### src/rtl/texpipe_pkg.sv
package texpipe_pkg;
    localparam int FRAC_W  = 4;
    localparam int CH_W    = 8;
    localparam int NUM_CH  = 4;
    localparam int TEXEL_W = CH_W * NUM_CH;
    localparam int IDX_W   = 4;
    localparam int ACC_W   = CH_W + FRAC_W + 1;
    localparam int PROD_W  = 2 * CH_W;

    typedef enum logic [1:0] {
        TAP_00 = 2'd0,
        TAP_10 = 2'd1,
        TAP_01 = 2'd2,
        TAP_11 = 2'd3
    } tap_e;

    function automatic logic [CH_W-1:0] lerp_ch(input logic [CH_W-1:0] a,
                                                input logic [CH_W-1:0] b,
                                                input logic [FRAC_W-1:0] f);
        logic [ACC_W-1:0] acc;
        acc = ACC_W'(a) * (ACC_W'(1 << FRAC_W) - ACC_W'(f))
            + ACC_W'(b) * ACC_W'(f)
            + ACC_W'(1 << (FRAC_W - 1));
        return acc[FRAC_W +: CH_W];
    endfunction

    function automatic logic [CH_W-1:0] scale_ch(input logic [CH_W-1:0] a,
                                                 input logic [CH_W-1:0] m);
        logic [PROD_W-1:0] p;
        p = PROD_W'(a) * PROD_W'(m) + PROD_W'({CH_W{1'b1}});
        return p[CH_W +: CH_W];
    endfunction
endpackage

### src/rtl/texpipe_fifo.sv
module texpipe_fifo #(
    parameter int WIDTH = 8,
    parameter int DEPTH = 4
) (
    input  logic             clk,
    input  logic             rst_n,
    input  logic             push,
    input  logic [WIDTH-1:0] push_data,
    input  logic             pop,
    output logic [WIDTH-1:0] head,
    output logic             empty,
    output logic             full
);
    localparam int PTR_W = (DEPTH > 1) ? $clog2(DEPTH) : 1;
    localparam int CNT_W = PTR_W + 1;

    typedef struct packed {
        logic [DEPTH-1:0][WIDTH-1:0] mem;
        logic [PTR_W-1:0]            wr;
        logic [PTR_W-1:0]            rd;
        logic [CNT_W-1:0]            cnt;
    } fifo_st_t;

    fifo_st_t f_d, f_q;

    always_comb begin
        f_d = f_q;
        if (push) begin
            f_d.mem[f_q.wr] = push_data;
            f_d.wr = (f_q.wr == PTR_W'(DEPTH - 1)) ? '0 : f_q.wr + PTR_W'(1);
        end
        if (pop) begin
            f_d.rd = (f_q.rd == PTR_W'(DEPTH - 1)) ? '0 : f_q.rd + PTR_W'(1);
        end
        f_d.cnt = f_q.cnt + CNT_W'(push) - CNT_W'(pop);
    end

    always_ff @(posedge clk) begin
        if (!rst_n) f_q <= '0;
        else        f_q <= f_d;
    end

    assign head  = f_q.mem[f_q.rd];
    assign empty = (f_q.cnt == '0);
    assign full  = (f_q.cnt == CNT_W'(DEPTH));
endmodule

### src/rtl/texpipe_addr.sv
module texpipe_addr
    import texpipe_pkg::*;
#(
    parameter int INT_W = 8
) (
    input  logic [INT_W-1:0]       s_int,
    input  logic [INT_W-1:0]       t_int,
    input  tap_e                   tap,
    input  logic [2*INT_W-1:0]     mask,
    output logic [2*INT_W-IDX_W-1:0] blk,
    output logic [IDX_W-1:0]       idx
);
    localparam int MORT_W = 2 * INT_W;

    logic [INT_W-1:0]  sx, ty;
    logic [MORT_W-1:0] mort, masked;

    assign sx = s_int + INT_W'(tap[0]);
    assign ty = t_int + INT_W'(tap[1]);

    for (genvar k = 0; k < INT_W; k++) begin : g_interleave
        assign mort[2*k]   = sx[k];
        assign mort[2*k+1] = ty[k];
    end

    assign masked = mort & mask;
    assign blk    = masked[MORT_W-1:IDX_W];
    assign idx    = masked[IDX_W-1:0];
endmodule

### src/rtl/texpipe_filter.sv
module texpipe_filter
    import texpipe_pkg::*;
(
    input  logic [TEXEL_W-1:0] tex00,
    input  logic [TEXEL_W-1:0] tex10,
    input  logic [TEXEL_W-1:0] tex01,
    input  logic [TEXEL_W-1:0] tex11,
    input  logic [FRAC_W-1:0]  fs,
    input  logic [FRAC_W-1:0]  ft,
    input  logic [TEXEL_W-1:0] modc,
    output logic [TEXEL_W-1:0] color
);
    for (genvar c = 0; c < NUM_CH; c++) begin : g_ch
        logic [CH_W-1:0] top_c, bot_c, mix_c;
        assign top_c = lerp_ch(tex00[c*CH_W +: CH_W], tex10[c*CH_W +: CH_W], fs);
        assign bot_c = lerp_ch(tex01[c*CH_W +: CH_W], tex11[c*CH_W +: CH_W], fs);
        assign mix_c = lerp_ch(top_c, bot_c, ft);
        assign color[c*CH_W +: CH_W] = scale_ch(mix_c, modc[c*CH_W +: CH_W]);
    end
endmodule

### src/rtl/texpipe.sv
module texpipe
    import texpipe_pkg::*;
#(
    parameter int INT_W    = 8,
    parameter int DEPTH_W  = 16,
    parameter int ADDR_W   = 10,
    parameter int PIX_W    = 12,
    parameter int INFLIGHT = 4
) (
    input  logic                        clk,
    input  logic                        rst_n,
    input  logic                        start,
    input  logic [PIX_W-1:0]            pix_count,
    input  logic [INT_W+FRAC_W-1:0]     s_start,
    input  logic [INT_W+FRAC_W-1:0]     t_start,
    input  logic [INT_W+FRAC_W-1:0]     s_step,
    input  logic [INT_W+FRAC_W-1:0]     t_step,
    input  logic [DEPTH_W-1:0]          z_start,
    input  logic [DEPTH_W-1:0]          z_step,
    input  logic [2*INT_W-1:0]          tex_mask,
    input  logic [TEXEL_W-1:0]          mod_color,
    input  logic [ADDR_W-1:0]           dst_base,
    output logic                        busy,
    output logic                        done,
    output logic                        tex_req_valid,
    input  logic                        tex_req_ready,
    output logic [2*INT_W-IDX_W-1:0]    tex_req_blk,
    output logic [IDX_W-1:0]            tex_req_idx,
    input  logic                        tex_rsp_valid,
    input  logic [TEXEL_W-1:0]          tex_rsp_texel,
    output logic                        z_rd_en,
    output logic [ADDR_W-1:0]           z_rd_addr,
    input  logic [DEPTH_W-1:0]          z_rd_data,
    output logic                        px_wr_en,
    output logic [ADDR_W-1:0]           px_wr_addr,
    output logic [TEXEL_W-1:0]          px_wr_color,
    output logic [DEPTH_W-1:0]          px_wr_depth
);
    localparam int COORD_W = INT_W + FRAC_W;
    localparam int MORT_W  = 2 * INT_W;

    typedef struct packed {
        logic [FRAC_W-1:0]  sf;
        logic [FRAC_W-1:0]  tf;
        logic [DEPTH_W-1:0] z;
        logic [ADDR_W-1:0]  addr;
    } tag_t;

    localparam int TAG_W = $bits(tag_t);

    typedef struct packed {
        logic               run;
        logic               done;
        logic [PIX_W-1:0]   rem;
        tap_e               tap;
        logic [COORD_W-1:0] s;
        logic [COORD_W-1:0] t;
        logic [DEPTH_W-1:0] z;
        logic [ADDR_W-1:0]  addr;
        logic [COORD_W-1:0] ds;
        logic [COORD_W-1:0] dt;
        logic [DEPTH_W-1:0] dz;
        logic [MORT_W-1:0]  mask;
        logic [TEXEL_W-1:0] modc;
        logic [1:0]         col_cnt;
        logic [TEXEL_W-1:0] tex0;
        logic [TEXEL_W-1:0] tex1;
        logic [TEXEL_W-1:0] tex2;
        logic               c_valid;
        logic [TEXEL_W-1:0] c_color;
        logic [DEPTH_W-1:0] c_depth;
        logic [ADDR_W-1:0]  c_addr;
    } pipe_st_t;

    pipe_st_t st_d, st_q;

    logic       issue, fire, push, pop;
    logic       q_empty, q_full;
    tag_t       push_tag, head_tag;
    logic [TAG_W-1:0] head_bits;
    logic [TEXEL_W-1:0] filt_color;

    assign push_tag.sf   = st_q.s[FRAC_W-1:0];
    assign push_tag.tf   = st_q.t[FRAC_W-1:0];
    assign push_tag.z    = st_q.z;
    assign push_tag.addr = st_q.addr;
    assign head_tag      = tag_t'(head_bits);

    texpipe_addr #(.INT_W(INT_W)) u_addr (
        .s_int (st_q.s[COORD_W-1:FRAC_W]),
        .t_int (st_q.t[COORD_W-1:FRAC_W]),
        .tap   (st_q.tap),
        .mask  (st_q.mask),
        .blk   (tex_req_blk),
        .idx   (tex_req_idx)
    );

    texpipe_fifo #(.WIDTH(TAG_W), .DEPTH(INFLIGHT)) u_tagq (
        .clk       (clk),
        .rst_n     (rst_n),
        .push      (push),
        .push_data (push_tag),
        .pop       (pop),
        .head      (head_bits),
        .empty     (q_empty),
        .full      (q_full)
    );

    texpipe_filter u_filt (
        .tex00 (st_q.tex0),
        .tex10 (st_q.tex1),
        .tex01 (st_q.tex2),
        .tex11 (tex_rsp_texel),
        .fs    (head_tag.sf),
        .ft    (head_tag.tf),
        .modc  (st_q.modc),
        .color (filt_color)
    );

    always_comb begin
        st_d  = st_q;
        issue = st_q.run && (st_q.rem != '0) && !q_full;
        fire  = issue && tex_req_ready;
        push  = 1'b0;
        pop   = 1'b0;
        st_d.done    = 1'b0;
        st_d.c_valid = 1'b0;

        if (!st_q.run) begin
            if (start) begin
                st_d.run  = 1'b1;
                st_d.rem  = pix_count;
                st_d.tap  = TAP_00;
                st_d.s    = s_start;
                st_d.t    = t_start;
                st_d.z    = z_start;
                st_d.addr = dst_base;
                st_d.ds   = s_step;
                st_d.dt   = t_step;
                st_d.dz   = z_step;
                st_d.mask = tex_mask;
                st_d.modc = mod_color;
                st_d.col_cnt = 2'd0;
            end
        end else begin
            if (fire) begin
                if (st_q.tap == TAP_11) begin
                    push      = 1'b1;
                    st_d.tap  = TAP_00;
                    st_d.s    = st_q.s + st_q.ds;
                    st_d.t    = st_q.t + st_q.dt;
                    st_d.z    = st_q.z + st_q.dz;
                    st_d.addr = st_q.addr + ADDR_W'(1);
                    st_d.rem  = st_q.rem - PIX_W'(1);
                end else begin
                    st_d.tap = tap_e'(st_q.tap + 2'd1);
                end
            end

            if (tex_rsp_valid) begin
                st_d.col_cnt = st_q.col_cnt + 2'd1;
                case (st_q.col_cnt)
                    2'd0: st_d.tex0 = tex_rsp_texel;
                    2'd1: st_d.tex1 = tex_rsp_texel;
                    2'd2: st_d.tex2 = tex_rsp_texel;
                    default: begin
                        pop          = 1'b1;
                        st_d.c_valid = 1'b1;
                        st_d.c_color = filt_color;
                        st_d.c_depth = head_tag.z;
                        st_d.c_addr  = head_tag.addr;
                    end
                endcase
            end

            if ((st_q.rem == '0) && q_empty && !st_q.c_valid && (st_q.col_cnt == 2'd0)) begin
                st_d.run  = 1'b0;
                st_d.done = 1'b1;
            end
        end
    end

    always_ff @(posedge clk) begin
        if (!rst_n) st_q <= '0;
        else        st_q <= st_d;
    end

    assign busy          = st_q.run;
    assign done          = st_q.done;
    assign tex_req_valid = issue;
    assign z_rd_en       = pop;
    assign z_rd_addr     = head_tag.addr;
    assign px_wr_en      = st_q.c_valid && (st_q.c_depth < z_rd_data);
    assign px_wr_addr    = st_q.c_addr;
    assign px_wr_color   = st_q.c_color;
    assign px_wr_depth   = st_q.c_depth;
endmodule

### config.mk
export PLATFORM = sky130hd
export DESIGN_NAME = texpipe
export DESIGN_NICKNAME = d
export VERILOG_FILES = /design/src/rtl/texpipe_pkg.sv /design/src/rtl/texpipe_fifo.sv /design/src/rtl/texpipe_addr.sv /design/src/rtl/texpipe_filter.sv /design/src/rtl/texpipe.sv
export SDC_FILE = /design/constraint.sdc
export NUM_CORES = 2
export LEC_CHECK = 0
export ABC_AREA = 0
export BUFFER_PORTS_ARGS = -buffer_cell sky130_fd_sc_hd__clkbuf_2
export CAP_MARGIN = 40
export CORE_MARGIN = 3
export CORE_UTILIZATION = 35
export CTS_CLUSTER_DIAMETER = 50
export DETAILED_ROUTE_END_ITERATION = 8
export GPL_TIMING_DRIVEN = 0
export SLEW_MARGIN = 20
export SYNTH_ARGS = -nofsm -noshare
export SYNTH_HDL_FRONTEND = slang
export SYNTH_SLANG_ARGS = --single-unit
### constraint.sdc
create_clock -name clk -period 17.41 [get_ports clk]
set_clock_uncertainty 0.05 [all_clocks]
set_input_delay 0.8705 -clock clk [delete_from_list [all_inputs] [get_ports clk]]
set_output_delay 0.8705 -clock clk [all_outputs]
set_load 0.02 [all_outputs]
==> results_dict.tcl <==
set metrics [dict create \
    muxShareOfSynthArea 0.01482 \
    gp_congestion 0.9271 \
    p_int_w 0.002061 \
    syn_inst 6678 \
    reg2reg_depth 60 \
    worst-setup-path-type "reg2reg" \
    grt_usage 0.2131 \
    ys_seq_elements 454 \
    post-route-drc-count 0 \
    hold_buffers 0 \
    die_h_um 407.1 \
    slew_headroom 0.3866 \
    clockPowerShare 0.504 \
    slowest_stage "clkbuf_1" \
    maxSlewViolCount 0 \
    synth-edff-count 0 \
    vias 46400 \
    synth_top_family_by_area "adder cells" \
    post-dp-hpwl_mm 145.9 \
    synth_area_leaders "fa_1 (27%), dfxtp_1 (16%), ha_1 (15%)" \
    initial_core_util 0.3540 \
    root_buffer "clkbuf_16" \
    antenna_left 0 \
    cts.sinks 454 \
    hold_end "st_q[185]" \
    seq_power_share 0.382 \
    hold_class "in2reg" \
    max_stage_delay_ns 0.65 \
    r2r-start "u_tagq.f_q[3]" \
    numCtsBuffers 70 \
    endpoint_kind "flip-flop" \
    wl_per_cell_um 19.07 \
    cts_htree_levels 3 \
    post-place-ws_ns -1.402 \
    core_area_um2 159100 \
    whs_path_depth 3 \
    async_reset_ff_frac 0 \
    portBuffers 290 \
    ioPinCount 292 \
    grt_pass1_vias 47480 \
    drv_cap 0 \
    tritoncts "yes" \
    r2r_end "px_wr_color[7]" \
    peakVddDrop_uv 87.15 \
    synth_xor_area_frac 0.03517 \
    hold_viol 0 \
    drive_gt1_frac 0.09129 \
    nets 8711 \
    synth-simple-area-share 0.1907 \
    synth_ff_type "dfxtp_1" \
    yosysUniqueCellTypes 83 \
    synthAdderAreaFrac 0.4153 \
    avgSynthCellArea_um2 8.434 \
    p_leak_nw 30.72 \
    synth_nets 8290 \
    area_growth_syn_to_layout_pct 13.14 \
    powerDensity_nw_per_um2 45.47 \
    maxClockFrequency_mhz 60.00 \
    reg2reg_slack_ns 0.74 \
    hold_start "mod_color[28]" \
    clkTransAtPathRegs_ns 0.06 \
    synth-compound-area-share 0.08258 \
    fin_crit_sh 0.9573 \
    final_util 0.4005 \
    ys_warn_count 0 \
    yosysTopAreaCellShare 0.2684 \
    layout_setup_ws_ns 0.7442 \
    grt_max_degree 14 \
    required_ns 17.88 \
    first_iter_violations 2987 \
    outcome "completed" \
    critPathArrivalTime_ns 17.14 \
    netlist_area_um2 56320 \
    wl_mm 177.5 \
    power_frac_comb 0.114 \
    die_w_um 407.1 \
    min_period_ns 16.67 \
    firstDrtPassIters 6 \
    cts_buffer_depth 3 \
    p_sw_w 0.0008363 \
    antenna_found_initial 13 \
    synth_top_area_cell "fa_1" \
    fp-row-count 146 \
    worst-path-max-fanout 10 \
    setup_viol 0 \
    grt_overflow 0 \
    grt_pass1_wl_mm 274.9 \
    ys_seq_area_frac 0.1614 \
    dieArea_um2 165800 \
    critPathMostFrequentCell "fa_1" \
    switching_share 0.2886 \
    viasPerCell 4.985 \
    insertion_delay_ns 0.68 \
    worst_slew_pin_slew_ns 0.9135 \
    critPathLaunchType "flip-flop" \
]
-- worst max-delay path: cells and delay by family (launching register included) --
family	cells	cell delay, ns
AO/OA/AOI/OAI	17	3.91
flip-flops	1	0.32
AND/OR/NAND/NOR	9	1.17
adder cells (fa/ha/maj)	17	7.56
XOR/XNOR	2	0.56
buffers and inverters	14	2.53
multiplexers	1	0.37
-- power groups by stage --
| stage | Combinational, W | Sequential, W | Clock (W) |
|---|---|---|---|
| after floorplan | 0.000201 | 0.00111 | 0 |
| after global placement | 0.000319 | 0.00113 | 0 |
| after detailed placement | 0.000327 | 0.00113 | 0 |
| after CTS | 0.000330 | 0.00110 | 0.00148 |
| after global routing | 0.000369 | 0.00111 | 0.00152 |
| final | 0.000331 | 0.00111 | 0.00146 |
-- worst max-delay path by stage --
| stage | start | to | slack (ns) |
|---|---|---|---|
| after global placement | u_tagq.f_q[3] | px_wr_color[7] | -1.93 |
| final | u_tagq.f_q[3] | px_wr_color[7] | 0.74 |
| after CTS | u_tagq.f_q[4] | px_wr_color[7] | 0.04 |
| after floorplan | u_tagq.f_q[3] | px_wr_color[7] | 2.05 |
| after detailed placement | u_tagq.f_q[4] | px_wr_color[7] | -1.40 |
| after global routing | u_tagq.f_q[3] | px_wr_color[14] | -0.04 |
-- sequential cells by signal, indices dropped and copies added, names as in the netlist --
register     flops
st_q           217
u_tagq.f_q     143
push_tag        34
px_wr_color     32
px_wr_depth     16
px_wr_addr      10
busy             1
done             1
-- per-stage QoR --
step                      TNS (ns)  hold WS [ns]  total power [W]  std cells  area, µm²
after floorplan                  0        0.3817         0.001310       6678      56320
after global placement      -43.27        0.3889         0.001445       9114      60460
after detailed placement    -19.53        0.3920         0.001453       9160      61010
after CTS                        0        0.3234         0.002918       9286      63490
after global routing      -0.05213        0.3482         0.003002       9304      63710
final                            0        0.3622         0.002897       9307      63720
-- per-layer routing --
layer / global-route usage / up-vias / wire, µm
met5: 0 / - / 27
met4: 0.08084 / 4 / 7106
met3: 0.03156 / 311 / 11730
met2: 0.3587 / 1398 / 84940
met1: 0.2760 / 23090 / 73710
li1: - / 21600 / -
-- cell type report --
cell class | instances | area [µm²]
repair buffers | 350 | 2081
fillers | 16170 | 95390
well taps | 2146 | 2685
diodes | 8 | 20.02
clock buffers | 85 | 1878
clock inverters | 41 | 526.8
inverters | 1085 | 4073
plain buffers | 343 | 1604
multi-input cells | 4795 | 41770
flip-flops and latches | 454 | 9089
-- repair_timing --
| item | in CTS | in global routing |
|---|---|---|
| gates resized for setup | 20 | 36 |
| cloned | 0 | 0 |
| buffers inserted | 0 | 10 |
| pin swaps | 0 | 3 |
| hold endpoints to repair | 0 | 0 |
| setup endpoints to repair | 32 | 26 |
-- synthesized netlist by cell type, types with 5 or more instances --
| master | instances |
|---|---|
| inv_1 | 1081 |
| and2_1 | 578 |
| nand4b_1 | 5 |
| ha_1 | 654 |
| mux4_2 | 30 |
| or3_1 | 15 |
| dfxtp_1 | 454 |
| mux2i_1 | 8 |
| a31oi_1 | 9 |
| nand3b_1 | 7 |
| o21bai_1 | 17 |
| nand4_1 | 7 |
| and3_1 | 25 |
| nand3_1 | 55 |
| nor2b_1 | 28 |
| buf_1 | 11 |
| a22oi_1 | 28 |
| a211oi_1 | 13 |
| clkbuf_1 | 261 |
| a221oi_1 | 19 |
| nor3_1 | 52 |
| xor2_1 | 61 |
| xnor2_1 | 160 |
| fa_1 | 755 |
| mux2_2 | 7 |
| o31ai_1 | 11 |
| o21ai_0 | 80 |
| buf_4 | 69 |
| nor3b_1 | 5 |
| nor2_1 | 284 |
| nand2_1 | 1194 |
| a21oi_1 | 492 |
| or2_2 | 20 |
| nand2b_1 | 21 |
| maj3_1 | 9 |
| o211ai_1 | 9 |
| a21o_1 | 38 |
| o21a_1 | 19 |
-- cells in the final DEF (no fill, tap or decap), types with 15 or more instances in the layout --
cell type and count:
clkbuf_2 305, and3_1 25, o21bai_1 17, clkbuf_16 70
buf_4 87, a21o_1 38, o21a_1 19, xnor2_1 149
buf_6 33, nand2b_1 21, mux4_2 30, nor3_1 52
nand2_1 1194, nor2b_1 28, o21ai_0 79, or2_2 20
nand3_1 55, nor2_1 284, a21oi_1 488, fa_1 755
clkbuf_1 247, ha_1 654, inv_1 1081, a22oi_1 28
xor2_1 58, dfxtp_1 454, or3_1 15, and2_1 578
a221oi_1 19
-- cell families after synthesis --
family | after synthesis
and+or+nand+nor | 2315
buffers and inverters | 1429
adders and majority gates | 1418
AOI/OAI and AO/OA | 794
DFF | 454
xor gates and xnor gates | 223
muxes | 45
(Power assumes the default switching activity.)
